==> src/rtl/wdt_pkg.sv <==
`timescale 1ns/1ps
package wdt_pkg;
  localparam int unsigned ADDR_W = 3;

  typedef enum logic [ADDR_W-1:0] {
    SEL_CMD    = 3'd0,
    SEL_MASK   = 3'd1,
    SEL_STATUS = 3'd2,
    SEL_CNT_LO = 3'd3,
    SEL_CNT_HI = 3'd4
  } reg_sel_e;

  localparam int unsigned CMD_START_BIT = 0;
  localparam int unsigned CMD_STOP_BIT  = 1;
endpackage

==> src/rtl/wdt_run_ctrl.sv <==
`timescale 1ns/1ps
module wdt_run_ctrl (
  input  logic clk_i,
  input  logic rst_ni,
  input  logic cmd_we_i,
  input  logic start_i,
  input  logic stop_i,
  output logic run_o
);
  always_ff @(posedge clk_i or negedge rst_ni) begin
    if (!rst_ni)                      run_o <= 1'b0;
    else if (cmd_we_i && start_i)     run_o <= 1'b1;  // start wins over stop
    else if (cmd_we_i && stop_i)      run_o <= 1'b0;
  end
endmodule

==> src/rtl/wdt_counter.sv <==
`timescale 1ns/1ps
module wdt_counter #(
  parameter int unsigned REG_W = 16
) (
  input  logic               clk_i,
  input  logic               rst_ni,
  input  logic               run_i,
  input  logic               tick_i,
  input  logic               lo_we_i,
  input  logic               hi_we_i,
  input  logic [REG_W-1:0]   wdata_i,
  output logic [2*REG_W-1:0] cnt_o,
  output logic               uf_o
);
  localparam int unsigned CNT_W = 2 * REG_W;

  logic cnt_wr;
  logic dec;
  assign cnt_wr = lo_we_i | hi_we_i;
  assign dec    = run_i & tick_i & ~cnt_wr;
  assign uf_o   = dec & (cnt_o == '0);

  always_ff @(posedge clk_i or negedge rst_ni) begin
    if (!rst_ni) begin
      cnt_o <= '0;
    end else if (cnt_wr) begin
      if (lo_we_i) cnt_o[REG_W-1:0]     <= wdata_i;
      if (hi_we_i) cnt_o[CNT_W-1:REG_W] <= wdata_i;
    end else if (uf_o) begin
      cnt_o <= '1;
    end else if (dec) begin
      cnt_o <= cnt_o - 1'b1;
    end
  end
endmodule

==> src/rtl/wdt_irq_ctrl.sv <==
`timescale 1ns/1ps
module wdt_irq_ctrl #(
  parameter int unsigned REG_W  = 16,
  parameter int unsigned TC_BIT = 7
) (
  input  logic             clk_i,
  input  logic             rst_ni,
  input  logic             mask_we_i,
  input  logic             stat_we_i,
  input  logic [REG_W-1:0] wdata_i,
  input  logic [REG_W-1:0] set_i,
  input  logic             uf_i,
  output logic [REG_W-1:0] mask_o,
  output logic [REG_W-1:0] stat_o,
  output logic             irq_o
);
  logic [REG_W-2:0] mask_q;
  logic [REG_W-1:0] set_vec;
  logic [REG_W-1:0] clr_vec;

  always_comb begin
    set_vec         = set_i;
    set_vec[TC_BIT] = set_i[TC_BIT] | uf_i;
    clr_vec         = stat_we_i ? wdata_i : '0;
  end

  always_ff @(posedge clk_i or negedge rst_ni) begin
    if (!rst_ni) begin
      mask_q <= '0;
      stat_o <= '0;
    end else begin
      if (mask_we_i) mask_q <= wdata_i[REG_W-2:0];
      stat_o <= (stat_o & ~clr_vec) | set_vec;  // set wins
    end
  end

  assign mask_o = {1'b0, mask_q};
  assign irq_o  = |(mask_o & stat_o);
endmodule

==> src/rtl/wdt_timer.sv <==
`timescale 1ns/1ps
module wdt_timer
  import wdt_pkg::*;
#(
  parameter int unsigned REG_W  = 16,
  parameter int unsigned TC_BIT = 7
) (
  input  logic              clk_i,
  input  logic              rst_ni,
  input  logic              wr_en_i,
  input  logic [ADDR_W-1:0] wr_addr_i,
  input  logic [REG_W-1:0]  wr_data_i,
  input  logic [ADDR_W-1:0] rd_addr_i,
  output logic [REG_W-1:0]  rd_data_o,
  input  logic              tick_i,
  input  logic [REG_W-1:0]  status_set_i,
  output logic              irq_o
);
  localparam int unsigned CNT_W = 2 * REG_W;

  logic             cmd_we, mask_we, stat_we, lo_we, hi_we;
  logic             run_q, uf;
  logic [CNT_W-1:0] cnt_q;
  logic [REG_W-1:0] mask_q, status_q;

  assign cmd_we  = wr_en_i && (wr_addr_i == SEL_CMD);
  assign mask_we = wr_en_i && (wr_addr_i == SEL_MASK);
  assign stat_we = wr_en_i && (wr_addr_i == SEL_STATUS);
  assign lo_we   = wr_en_i && (wr_addr_i == SEL_CNT_LO);
  assign hi_we   = wr_en_i && (wr_addr_i == SEL_CNT_HI);

  wdt_run_ctrl u_run (
    .clk_i    (clk_i),
    .rst_ni   (rst_ni),
    .cmd_we_i (cmd_we),
    .start_i  (wr_data_i[CMD_START_BIT]),
    .stop_i   (wr_data_i[CMD_STOP_BIT]),
    .run_o    (run_q)
  );

  wdt_counter #(.REG_W(REG_W)) u_cnt (
    .clk_i   (clk_i),
    .rst_ni  (rst_ni),
    .run_i   (run_q),
    .tick_i  (tick_i),
    .lo_we_i (lo_we),
    .hi_we_i (hi_we),
    .wdata_i (wr_data_i),
    .cnt_o   (cnt_q),
    .uf_o    (uf)
  );

  wdt_irq_ctrl #(.REG_W(REG_W), .TC_BIT(TC_BIT)) u_irq (
    .clk_i     (clk_i),
    .rst_ni    (rst_ni),
    .mask_we_i (mask_we),
    .stat_we_i (stat_we),
    .wdata_i   (wr_data_i),
    .set_i     (status_set_i),
    .uf_i      (uf),
    .mask_o    (mask_q),
    .stat_o    (status_q),
    .irq_o     (irq_o)
  );

  always_comb begin
    rd_data_o = '0;
    case (rd_addr_i)
      SEL_CMD: begin
        rd_data_o[CMD_START_BIT] = run_q;
        rd_data_o[CMD_STOP_BIT]  = ~run_q;
      end
      SEL_MASK:   rd_data_o = mask_q;
      SEL_STATUS: rd_data_o = status_q;
      SEL_CNT_LO: rd_data_o = cnt_q[REG_W-1:0];
      SEL_CNT_HI: rd_data_o = cnt_q[CNT_W-1:REG_W];
      default:    rd_data_o = '0;
    endcase
  end
endmodule

==> config.mk <==
export PLATFORM = sky130hd
export DESIGN_NAME = wdt_timer
export DESIGN_NICKNAME = d
export VERILOG_FILES = /design/src/rtl/wdt_pkg.sv /design/src/rtl/wdt_run_ctrl.sv /design/src/rtl/wdt_counter.sv /design/src/rtl/wdt_irq_ctrl.sv /design/src/rtl/wdt_timer.sv
export SDC_FILE = /design/constraint.sdc
export NUM_CORES = 1
export LEC_CHECK = 0
export ABC_AREA = 1
export BUFFER_PORTS_ARGS = -buffer_cell sky130_fd_sc_hd__buf_4
export CORE_AREA = 2 2 87 89
export DETAILED_ROUTE_END_ITERATION = 6
export DIE_AREA = 0 0 89 91
export PLACE_DENSITY = 0.85
export SLEW_MARGIN = 30
export SYNTH_ARGS = -nofsm -noshare
export SYNTH_HDL_FRONTEND = slang
export SYNTH_SLANG_ARGS = --single-unit
==> constraint.sdc <==
create_clock -name clk_i -period 3.3 [get_ports clk_i]
set_input_delay 0.99 -clock clk_i [delete_from_list [all_inputs] [get_ports clk_i]]
set_output_delay 0.99 -clock clk_i [all_outputs]
set_load 0.01 [all_outputs]
; ---- Yosys cells after proc, flatten, opt, wreduce, memory -nomap -nowiden
; Index checks and enable logic that the tools add are counted.
[classes]
n_bitwise = 11
muxes = 10
addsub = 1
eq_ne = 10
reduce_logical = 15
[op_table]
columns = cell, count
row1 = 2-to-1 mux 32 bit, 3
row2 = one-hot mux 14 bit (4 select lines), 1
row3 = 2-to-1 mux 16 bit, 3
row4 = logical NOT 32 bit, 1
row5 = subtractor 32 x 1 -> 32 bit (second input constant), 1
row6 = AND 15 x 16 -> 16 bit, 1
row7 = AND 16 bit, 1
row8 = NOT 16 bit, 1
row9 = bitwise OR 16 bit, 1
row10 = OR reduction 16 bit, 1
row11 = equality test 3 x 2 -> 1 bit (second input constant), 4
row12 = one-hot mux 2 bit (5 select lines), 1
row13 = logical AND 1 bit, 7
row14 = equality test 3 x 1 -> 1 bit (second input constant), 2
row15 = equality test 3 bit (second input constant), 2
row16 = logical NOT 3 bit, 2
row17 = inequality test 2 x 1 -> 1 bit (second input constant), 2
row18 = AND reduction 2 bit, 2
row19 = AND 1 bit, 3
row20 = nonzero test 3 bit, 1
row21 = 2-to-1 mux 1 bit, 2
row22 = NOT 1 bit, 2
row23 = bitwise OR 1 bit, 2
row24 = nonzero test 2 bit, 1
[totals]
elab_cells = 52
inputBits = 42
register_bits = 64
out_inout_bits = 17

; ---- Longest topological paths before layout
[depth]
depth_word = 8
ltp_mapped = 11

; ---- Modules after synthesis
; A second synthesis with hierarchy kept.
[unflattened]
hier_cells = 733
area_unflattened_um2 = 4885.9
[modules_own_cells]
columns = module, instances, cells_per_inst, area_each_um2
row1 = wdt_counter, 1, 485, 2768.9
row2 = wdt_irq_ctrl, 1, 118, 1347.5
row3 = wdt_timer, 1, 125, 729.4
row4 = wdt_run_ctrl, 1, 5, 40.0

; ---- Least setup slack after synthesis
; OpenSTA, ideal clock, no wires.
[synth_path]
path_type = in2out
startpoint = input port rd_addr_i[0]
endpoint = output port rd_data_o[10]
required_ns = 2.310
arrival_time_ns = 1.931
n_path_buf = 2
cell_stages = 5
setup_slack_ns = 0.379
cell_sequence = buf_2 nor3_2 clkbuf_1 nand2_1 o2111ai_1
[synth_between]
elab_chain_cells = 2
elab_cells_between_ends = 5
cone_classes = 4 x eq/ne / 1 x mux
[synth_rtl]
columns = element, line_no
row1 = start: declaration, wdt_timer.sv:13  ; input logic [ADDR_W-1:0] rd_addr_i,
row2 = equality test 3 bit (tied with other cells), wdt_timer.sv:68  ; case (rd_addr_i)
row3 = one-hot mux 14 bit (4 select lines) (*), wdt_timer.sv:68
row4 = end: declaration, wdt_timer.sv:14  ; output logic [REG_W-1:0] rd_data_o,
; Every way passes the cells marked *; elsewhere a longest branch is shown, timed or not.

; ---- Worst setup path after layout
[layout_path]
startpoint = input port rd_addr_i[0]
endpoint = output port rd_data_o[3]
; Same word-level chain as after synthesis.

==> metrics.yaml <==
grt-ovfl-total: 0
ant_nets: 0
post_synth.cell_area_avg_sq_um: 6.485
synth_cells: 682
crit_chain: "buf_4 > nor2_1 > nand2_1 > inv_1 > buf_4 > nand2_1 > o2111ai_1 > buf_4"
cts_resized: 0
hold_viol: 0
worstMarginPinSlew_ns: 0.8452
tritoncts: "done"
cp_top_family: "buffers and inverters"
final_max_slew_viol_count: 0
cp_num_buf_inv: 4
fin_skew_ns: 0.008118
synth_nets: 726
synth_edf_count: 0
synth_common_cells: "nand2_1, nor2_1, inv_1, dfrtp_1, o21ai_0"
cp_max_fo: 18
drc: 0
cp.required_ns: 2.31
p_leak_nw: 2.510
post-route-min-period_ns: 3.130
grt_usage_pct: 36.86
worstSetupPathType: "primary input to output pin"
nets: 778
finalWirelength_um: 13990
start_util_pct: 61.97
rsz0062_at_grt: "false"
cts_buffer_depth: 2
fin_cells: 837
grt_pass1_wl_um: 22950
die_area_sq_um: 8099
synth_top_area_cell: "dfrtp_1"
ys_types: 34
antenna_found_initial: 0
ir_drop_v: 0.0002798
power.density_nw_per_um2: 630.9
drt_iter0_markers: 512
root_buffer: "clkbuf_8"
first_global_vias: 4719
max_stage_delay_ns: 0.20
finalSetupViolations: 0
arrival_ns: 2.14
min-delay-start: "u_irq.mask_q[10]"
whs_ns: 0.5226
vias: 4855
synth_most_common_cell: "nand2_1"
synth-warning-count: 0
dr.pass1.iters: 5
vias_per_cell: 5.800
maxCapViolations: 0
cts_buffers: 9
num_rows: 31
cts_setup_buffers: 0
postCtsHoldBufs: 0
die-width_um: 89
yosys-top-cells-area: "dfrtp_1, nand2_1, nor2_1"
fin_tns_setup_ns: 0
cts.sinks: 64
status: "complete, no violations"
slew_headroom_pct: 43.51
period_share_pct: 94.85
cts_max_level: 3
hp-class: "flop to flop"
dp_hpwl_um: 10530
layout-drive-gt1-share_pct: 14.50
seq_area_frac_synth_pct: 36.21
wl_per_cell_um: 16.71
clock_latency_ns: 0.35
synth_top_flop_cell: "dfrtp_1"
crit_path_end_kind: "output pin"
fp.dieH_um: 91
core-area_sq_um: 7137
placed_area_sq_um: 4901
cp-start-kind: "primary input"
ys_ff_latch: 64
r2r-start: "u_cnt.cnt_o[20]"
fin_area_sq_um: 5089
path_clk_slew_ns: 0.07
cpMaxStageDelayCell: "buf_4"
crit_start: "rd_addr_i[0]"
timing.critical_path.mode_cell: "buf_4"
syn-cell-area_sq_um: 4423
area_growth_pct: 15.05
yosysTopAreaCellShare_pct: 36.21
pin_count: 59
antenna_cells: 0
portBuffers: 58
synthArstFlopShare_pct: 100.0
grt_max_degree: 65
dp_cells: 822
routabilityCongestion: 0.9703
clock.fmax_mhz: 319.5
-- where the power goes --
| part | switching [mW] | total (mW) | internal [mW] |
|---|---|---|---|
| registers | 0.376 | 1.39 | 1.01 |
| logic | 0.728 | 1.14 | 0.416 |
| clock network | 0.312 | 0.677 | 0.365 |
-- state kept, by name, summed over array words and instances, names as in the netlist --
| name | count |
|---|---|
| u_cnt.cnt_o | 32 |
| u_irq.mask_q | 15 |
| u_run.run_o | 1 |
| u_irq.stat_o | 16 |
-- logic make-up after synthesis --
kind of cell	synth area share (%)
simple gates	35.70
compound gates	16.83
buf+inv	10.50
flops	36.21
fa+ha+maj	0.5657
xor+xnor	0.1981
-- metal layers --
layer	vias up	share of wire [%]	GRT usage (%)
li1	2310	-	-
met5	-	0	0
met4	0	3.2	14.80
met3	36	12	10.00
met2	288	45	56.41
met1	2221	40	49.27
-- per-stage QoR --
| stage | total power, mW | util, % | setup WS (ns) |
|---|---|---|---|
| after floorplan | 2.031 | - | 0.3793 |
| after global placement | 2.463 | 68.67 | 0.2860 |
| after detailed placement | 2.495 | 68.67 | 0.1885 |
| after CTS | 3.170 | 71.30 | 0.1824 |
| after global routing | 3.411 | 71.30 | 0.01670 |
| final | 3.210 | 71.30 | 0.1701 |
-- worst min-delay path, delay by kind of cell (launching register included) --
kind | cells | cell delay [ns]
flip-flops | 1 | 0.37
AND/OR/NAND/NOR | 1 | 0.06
AO/OA/AOI/OAI | 1 | 0.06
-- placed cells by master, fill, tap and decap left out, drive strengths merged --
| cell type | count |
|---|---|
| nand2 | 205 |
| nor2 | 115 |
| inv | 86 |
| buf | 65 |
| dfrtp | 64 |
| o21ai | 58 |
| a21oi | 36 |
| nand3 | 34 |
| nand4 | 18 |
| o2111ai | 13 |
| clkbuf | 12 |
| a31oi | 7 |
| nand3b | 3 |
| o211ai | 3 |
| a22oi | 3 |
| clkinv | 3 |
| o221ai | 2 |
| a221oi | 2 |
| ha | 2 |
| nor3 | 2 |
| o22ai | 1 |
| a211oi | 1 |
| xnor2 | 1 |
| clkinvlp | 1 |
| bufinv | 1 |
-- area by class of cell --
| class | instances | area, sq um |
|---|---|---|
| multi-input combinational | 506 | 2357 |
| clock inverter | 3 | 42.54 |
| sequential | 64 | 1602 |
| fill | 638 | 2048 |
| inverter | 88 | 330.3 |
| clock buffer | 12 | 145.1 |
| timing repair buffer | 65 | 488.0 |
| tap | 99 | 123.9 |
-- path summary, 6_finish.rpt --
| kind | slack (ns) | cells after the start | to |
|---|---|---|---|
| max | 0.17 | 8 | rd_data_o[3] |
| min | 0.52 | 2 | u_irq.mask_q[10] |
| max reg2reg | 1.16 | 9 | u_cnt.cnt_o[17] |
| min reg2reg | 0.52 | 2 | u_irq.mask_q[10] |
| max in group asynchronous | 2.01 | 1 | u_irq.mask_q[9] |
| min in group asynchronous | 0.74 | 1 | u_cnt.cnt_o[20] |
No activity file was read; power rests on OpenSTA's default activity.
